<file path="src/rtl/tmr_chain_pkg.sv">
package tmr_chain_pkg;
  // master trigger-output source codes
  localparam logic [2:0] MMS_NONE   = 3'b000;
  localparam logic [2:0] MMS_UPDATE = 3'b010;
  // slave codes
  localparam logic [2:0] SMS_EXTCLK = 3'b111;
  localparam int         NUM_ITR    = 4;

  typedef struct packed {
    logic mstInc;
    logic mstClr;
    logic slvInc;
  } ctlStrobes_t;
endpackage

</file>
<file path="src/rtl/tmr_chain_ctl.sv">
module tmr_chain_ctl
  import tmr_chain_pkg::*;
#(
  parameter int W = 16
) (
  input  logic         clk,
  input  logic         rstN,
  input  logic         mstEn,
  input  logic         slvEn,
  input  logic [2:0]   mstMode,
  input  logic [2:0]   slvTrigSel,
  input  logic [2:0]   slvMode,
  input  logic [W-1:0] mstReload,
  input  logic [W-1:0] mstCmp,
  input  logic [W-1:0] mstCount,
  output ctlStrobes_t  strobes
);
  localparam int SEL_W = $clog2(NUM_ITR);

  logic updEvt;
  logic cmpOut;
  logic mstTrg;
  logic [NUM_ITR-1:0] itrVec;
  logic slvTrgIn;
  logic trgPrev;

  assign updEvt = mstEn && (mstCount == mstReload);
  assign cmpOut = (mstCount >= mstCmp);

  // master trigger-output source
  always_comb begin
    if (mstMode == MMS_UPDATE)  mstTrg = updEvt;
    else if (mstMode[2])        mstTrg = cmpOut;
    else                        mstTrg = 1'b0;
  end

  // internal trigger inputs: input 0 is the master link, the rest unused
  generate
    for (genvar i = 0; i < NUM_ITR; i++) begin : g_itr
      if (i == 0) begin : g_link
        assign itrVec[i] = mstTrg;
      end else begin : g_tie
        assign itrVec[i] = 1'b0;
      end
    end
  endgenerate

  assign slvTrgIn = slvTrigSel[2] ? itrVec[slvTrigSel[SEL_W-1:0]] : 1'b0;

  always_ff @(posedge clk or negedge rstN) begin
    if (!rstN) trgPrev <= 1'b0;
    else       trgPrev <= slvTrgIn;
  end

  assign strobes.mstInc = mstEn;
  assign strobes.mstClr = updEvt;
  assign strobes.slvInc = slvEn && (slvMode == SMS_EXTCLK) && slvTrgIn && !trgPrev;

  // the update event sends the master back to zero
  a_r2_wrap_to_zero: assert property (@(posedge clk) disable iff (!rstN)
    (mstEn && mstCount == mstReload) |=> (mstCount == '0));

  // a disabled master holds its count
  a_r2_hold_disabled: assert property (@(posedge clk) disable iff (!rstN)
    !mstEn |=> $stable(mstCount));

  // a quiet master mode never produces a slave step
  a_r5_quiet_mode: assert property (@(posedge clk) disable iff (!rstN)
    (mstMode == MMS_NONE) |-> !strobes.slvInc);
endmodule

</file>
<file path="src/rtl/tmr_chain_dp.sv">
module tmr_chain_dp
  import tmr_chain_pkg::*;
#(
  parameter int W = 16
) (
  input  logic         clk,
  input  logic         rstN,
  input  ctlStrobes_t  strobes,
  output logic [W-1:0] mstCount,
  output logic [W-1:0] slvCount
);
  always_ff @(posedge clk or negedge rstN) begin
    if (!rstN)                mstCount <= '0;
    else if (strobes.mstClr)  mstCount <= '0;
    else if (strobes.mstInc)  mstCount <= mstCount + 1'b1;
  end

  always_ff @(posedge clk or negedge rstN) begin
    if (!rstN)                slvCount <= '0;
    else if (strobes.slvInc)  slvCount <= slvCount + 1'b1;
  end

  // a slave step adds exactly one, modulo 2^W
  a_r10_slave_step: assert property (@(posedge clk) disable iff (!rstN)
    strobes.slvInc |=> (slvCount == $past(slvCount) + 1'b1));

  // no step, no change
  a_r7_slave_hold: assert property (@(posedge clk) disable iff (!rstN)
    !strobes.slvInc |=> $stable(slvCount));
endmodule

</file>
<file path="src/rtl/tmr_chain_link.sv">
module tmr_chain_link
  import tmr_chain_pkg::*;
#(
  parameter int W = 16
) (
  input  logic         clk,
  input  logic         rstN,
  input  logic         mstEn,
  input  logic         slvEn,
  input  logic [2:0]   mstMode,
  input  logic [2:0]   slvTrigSel,
  input  logic [2:0]   slvMode,
  input  logic [W-1:0] mstReload,
  input  logic [W-1:0] mstCmp,
  output logic [W-1:0] mstCount,
  output logic [W-1:0] slvCount
);
  ctlStrobes_t strobes;

  tmr_chain_ctl #(.W(W)) ctl_i (
    .clk(clk), .rstN(rstN), .mstEn(mstEn), .slvEn(slvEn),
    .mstMode(mstMode), .slvTrigSel(slvTrigSel), .slvMode(slvMode),
    .mstReload(mstReload), .mstCmp(mstCmp), .mstCount(mstCount),
    .strobes(strobes)
  );

  tmr_chain_dp #(.W(W)) dp_i (
    .clk(clk), .rstN(rstN), .strobes(strobes),
    .mstCount(mstCount), .slvCount(slvCount)
  );

  // a disabled slave keeps its count
  a_r8_slave_disabled: assert property (@(posedge clk) disable iff (!rstN)
    !slvEn |=> $stable(slvCount));

  // a slave not linked to the master stays put
  a_r6_unlinked: assert property (@(posedge clk) disable iff (!rstN)
    (slvTrigSel != 3'b100) |=> $stable(slvCount));

  // counts are zero while reset is held
  always @(posedge clk) begin
    if (!rstN) a_r1_reset_zero: assert (mstCount == '0 && slvCount == '0);
  end
endmodule

</file>
<file path="config.mk">
export PLATFORM = sky130hd
export DESIGN_NAME = tmr_chain_link
export DESIGN_NICKNAME = d
export VERILOG_FILES = /design/src/rtl/tmr_chain_pkg.sv /design/src/rtl/tmr_chain_ctl.sv /design/src/rtl/tmr_chain_dp.sv /design/src/rtl/tmr_chain_link.sv
export SDC_FILE = /design/constraint.sdc
export NUM_CORES = 1
export LEC_CHECK = 0
export CORE_MARGIN = 5
export CORE_UTILIZATION = 41
export DETAILED_ROUTE_END_ITERATION = 8
export PLACE_DENSITY = 0.77
export SLEW_MARGIN = 40
export SYNTH_ARGS = -nofsm -noshare
export SYNTH_HDL_FRONTEND = slang
export SYNTH_HIERARCHICAL = 1
export SYNTH_SLANG_ARGS = --single-unit
export TNS_END_PERCENT = 20
</file>
<file path="constraint.sdc">
create_clock -name clk -period 2.9 [get_ports clk]
set_clock_uncertainty 0.05 [all_clocks]
set_input_delay 0.435 -clock clk [delete_from_list [all_inputs] [get_ports clk]]
set_output_delay 0.435 -clock clk [all_outputs]
set_load 0.02 [all_outputs]
</file>
== Word-level counts from Yosys, hierarchy flattened ==
Index checks and enable logic that the tools add are counted.

* Reductions and logical operators: 6
* $lt $le $gt $ge: 2
* Eq/ne operators: 3
* Add/subtract/negate cells: 2
* Multiplexer cells: 7

{| class="wikitable"
|+ Operators by type and width
! cell !! count
|-
| 16-bit by 1-bit adder with 16-bit output (second input constant) || 2
|-
| 16-bit 2-to-1 mux || 2
|-
| 16-bit equality test || 1
|-
| 16-bit greater-or-equal comparator || 1
|-
| 1-bit logical AND || 4
|-
| 1-bit 2-to-1 mux || 4
|-
| 3-bit by 2-bit equality test with 1-bit output (second input constant) || 1
|-
| 3-bit equality test (second input constant) || 1
|-
| 2-bit by 3-bit less-than comparator with 1-bit output (second input constant) || 1
|-
| 1-bit binary-select mux with 2-bit select || 1
|-
| 2-bit nonzero test || 1
|-
| 1-bit zero test || 1
|}

* Output and inout bits: 32
* Bits of input ports: 45
* Word-level logic and storage cells: 23
* Register bits after elaboration: 33

== Longest topological paths before layout ==
* Depth in word-level cells: 8
* Gate-level depth with buffers: 11

== Hierarchy ==
The synthesis kept the hierarchy.

{| class="wikitable"
|+ By module, submodules not included
! module !! times used !! seq. area each (um2) !! cells each !! area an instance (um2)
|-
| tmr_chain_dp || 1 || 800.8 || 139 || 1524.0
|-
| tmr_chain_ctl || 1 || 25.0 || 87 || 664.4
|}

== Least setup slack after synthesis ==
No wires, ideal clock.

* Kind: reg-to-reg
* Start: register dp_i.mstCount[13]
* End: register dp_i.slvCount[10]
* Cell stages (with the launch flop): 11
* Arrival: 2.774 ns
* Setup slack: -0.054 ns
* Period minus slack after synthesis: 2.954 ns
* Required time: 2.720 ns
* Cells stage by stage: dfrtp_1 -> ha_1 -> nand4_1 -> or3_1 -> a221oi_2 -> o311ai_1 -> a211oi_2 -> nand4_2 -> nor3_2 -> nand3_1 -> xnor2_1

{| class="wikitable"
|+ RTL lines
! item !! RTL line !! text
|-
| start, declared || tmr_chain_dp.sv:9 || <nowiki>output logic [W-1:0] mstCount,</nowiki>
|-
| start signal, assigned || tmr_chain_dp.sv:15 || <nowiki>else if (strobes.mstInc) mstCount <= mstCount + 1'b1;</nowiki>
|-
| end signal, assigned || tmr_chain_dp.sv:20 || <nowiki>else if (strobes.slvInc) slvCount <= slvCount + 1'b1;</nowiki>
|-
| end, declared || tmr_chain_dp.sv:10 || <nowiki>output logic [W-1:0] slvCount</nowiki>
|}

==> impl_metrics.toml <==
[clocking]
numCtsBuffers = 5
clk_pin_slew_worst_paths_ns = 0.07
cts_sinks = 33
ctsHoldBuffers = 0
insertion_delay_ns = 0.28
clk_path_buf_depth = 2
cts_tree = "yes"
h-tree-depth = 2
root_buffer = "clkbuf_8"

[power_and_ir_drop]
ir_drop_v = 0.000326
p_per_area_mw_per_mm2 = 460
power.leakage_nw = 1.52
p_total_mw = 1.59

[sta]
period_share_pct = 96.9
max_freq_mhz = 356
hold_viol = 0
tightest_slew_ns = 0.444
slew_headroom_pct = 70.2
setup_viol_count_final = 0
rsz0062_at_grt = "true"
fin_tns_setup_ns = 0
min_period_ns = 2.81
finalMaxSlewViolations = 0

[layout]
stdcell_count = 402
drive_above_1_share_pct = 22.9
syn_to_final_growth_pct = 58.1
final_common_cell = "clkdlybuf4s50_1"
antenna-diode-count = 0
most-common-layout-cells = "clkdlybuf4s50_1, xnor2_1, buf_4, dfrtp_1, nor2_1"
fillers = 428
fin_area_mm2 = 0.00346
fin_nets = 394
fin_util_pct = 67.3

[job]
drv_cap = 0

[yosys]
async_flop_share_pct = 100
syn_area_mm2 = 0.00219
synth_warnings = 6
synth_cell_types = 40
synth.avg_cell_area_um2 = 9.68
synthFlopType = "dfrtp_1"
ys_seq_elements = 33
seq_area_frac_synth_pct = 37.7
netlist_instances = 226
synth_nets = 289
synth_edf_count = 0

[drt]
drtIter0Drc = 80
ant_nets = 0
routedWlPerCell_um = 14.7
via_per_inst = 5.00
drt_wl_total_mm = 5.91
dr.pass1.iters = 4
drc = 0
vias = 2008

[hold_path]
hp-class = "register to register"

[global_routing]
grt_pass1_wl_mm = 10.1
track_usage_pct = 17.8
grt_start_max_net_pins = 34
gr-total-overflow = 0
antenna_found_initial = 0
grt_pass1_vias = 2128

[critical_path]
path_common_cell = "nand4_1"
cp-start-kind = "register"
cpPeakStageDelay_ns = 0.44
crit_slowest_cell = "dfrtp_2"
path_cells = "ha_4 -> nand4_1 -> or3_4 -> a221oi_4 -> o311ai_2 -> a211oi_2 -> nand4_2 -> nor3_4 -> nand4_1 -> xnor2_1"
timing_worst_setup_path_type = "register to register"
worst_setup_path_end_kind = "register"
reg2reg_slack_ns = 0.09
required_ns = 3.02
arrival_ns = 2.93
cp_num_buf_inv = 0
crit_family = "simple AND/OR/NAND/NOR gates"
crit_fanout = 5

[place]
dp_hpwl_mm = 4.71
placed_area_mm2 = 0.00325
gp_congestion = 0.819
dp.cells = 392
portBuffers = 76

[die]
start_util_pct = 42.6
die-height_um = 83.1
coreArea_mm2 = 0.00514
rows = 26
ioPinCount = 77
die_w_um = 83.1
dieArea_mm2 = 0.00690

[status]
status = "completed"
-- cell type report --
cell class                      count  area (um2)  area share [%]
Clock buffer                        7        86.3            2.49
Clock inverter                      1        30.0           0.868
Inverter                           20        75.1            2.17
Multi-Input combinational cell    168        1390            40.2
Sequential cell                    33         841            24.3
Tap cell                           70        87.6            2.53
Timing Repair Buffer              103         948            27.4
-- power breakdown --
part | total [mW] | internal (mW) | switching [mW] | leakage (nW)
combinational | 0.568 | 0.284 | 0.284 | 1.04
clock | 0.450 | 0.280 | 0.170 | 0.0585
sequential | 0.574 | 0.506 | 0.0675 | 0.425
total | 1.59 | 1.07 | 0.521 | 1.52
-- layer usage --
| layer | global-route usage [%] | vias to the layer above | part of all wire [%] |
|---|---|---|---|
| met3 | 3.86 | 7 | 3.6 |
| met1 | 21.4 | 968 | 43 |
| met5 | 0 | - | 0 |
| met2 | 31.5 | 39 | 52 |
| met4 | 5.35 | 0 | 1.3 |
| li1 | - | 994 | - |
-- state kept, by name, summed over array words and instances, names as in the netlist --
| register | flops |
|---|---|
| dp_i/slvCount | 16 |
| ctl_i/trgPrev | 1 |
| dp_i/mstCount | 16 |
-- path summary, 6_finish.rpt --
path	start	end	cells past startpoint
worst max-delay path	dp_i/mstCount[14]	dp_i/slvCount[13]	10
worst min-delay path	dp_i/slvCount[15]	dp_i/slvCount[15]	1
worst max register to register	dp_i/mstCount[14]	dp_i/slvCount[13]	10
worst min register to register	dp_i/slvCount[15]	dp_i/slvCount[15]	1
max in group asynchronous	rstN	dp_i/mstCount[11]	2
min in group asynchronous	rstN	dp_i/mstCount[0]	2
-- cell usage after synthesis, types with 2 or more instances --
cell	instances	share of area, %
dfrtp_1	33	38
xnor2_1	32	13
inv_1	20	3.4
ha_1	18	10
nor2_1	18	3.1
nand4_1	16	4.6
nand2_1	14	2.4
nand3_1	11	2.5
xor2_1	9	3.6
a21oi_1	7	1.6
and3_1	4	1.1
nor3_1	4	0.91
buf_4	3	1.0
nor2b_1	3	0.86
o21ai_0	3	0.69
and4_4	2	1.0
mux2_1	2	1.0
mux2_4	2	1.4
nand4_2	2	1.1
nor4_1	2	0.57
or3_1	2	0.57
-- repair_timing --
item | in CTS | in global routing
setup buffers | 2 | 0
setup endpoints to repair | 9 | 10
gates resized for setup | 26 | 3
pin swaps | 20 | 9
-- metrics by stage --
step	hold slack [ns]	setup WS (ns)
after floorplan	0.0894	0.000793
after global placement	0.414	-0.331
after detailed placement	0.414	-0.458
after CTS	0.428	0.0251
after global routing	0.457	-0.0677
final	0.421	0.0906
-- kinds of logic (layout without fill, tap and decap cells) --
| logic type | count (synthesis) | after routing | synth area share, % |
|---|---|---|---|
| AND/OR/NAND/NOR | 84 | 84 | 21.4 |
| XOR/XNOR | 41 | 41 | 16.4 |
| flip-flops | 33 | 33 | 37.7 |
| buffers and inverters | 25 | 131 | 4.80 |
| AO/OA/AOI/OAI | 20 | 20 | 6.52 |
| adder cells (fa/ha/maj) | 18 | 18 | 10.3 |
| multiplexers | 5 | 5 | 2.86 |
Note: power is estimated with default switching activity, not from simulation.
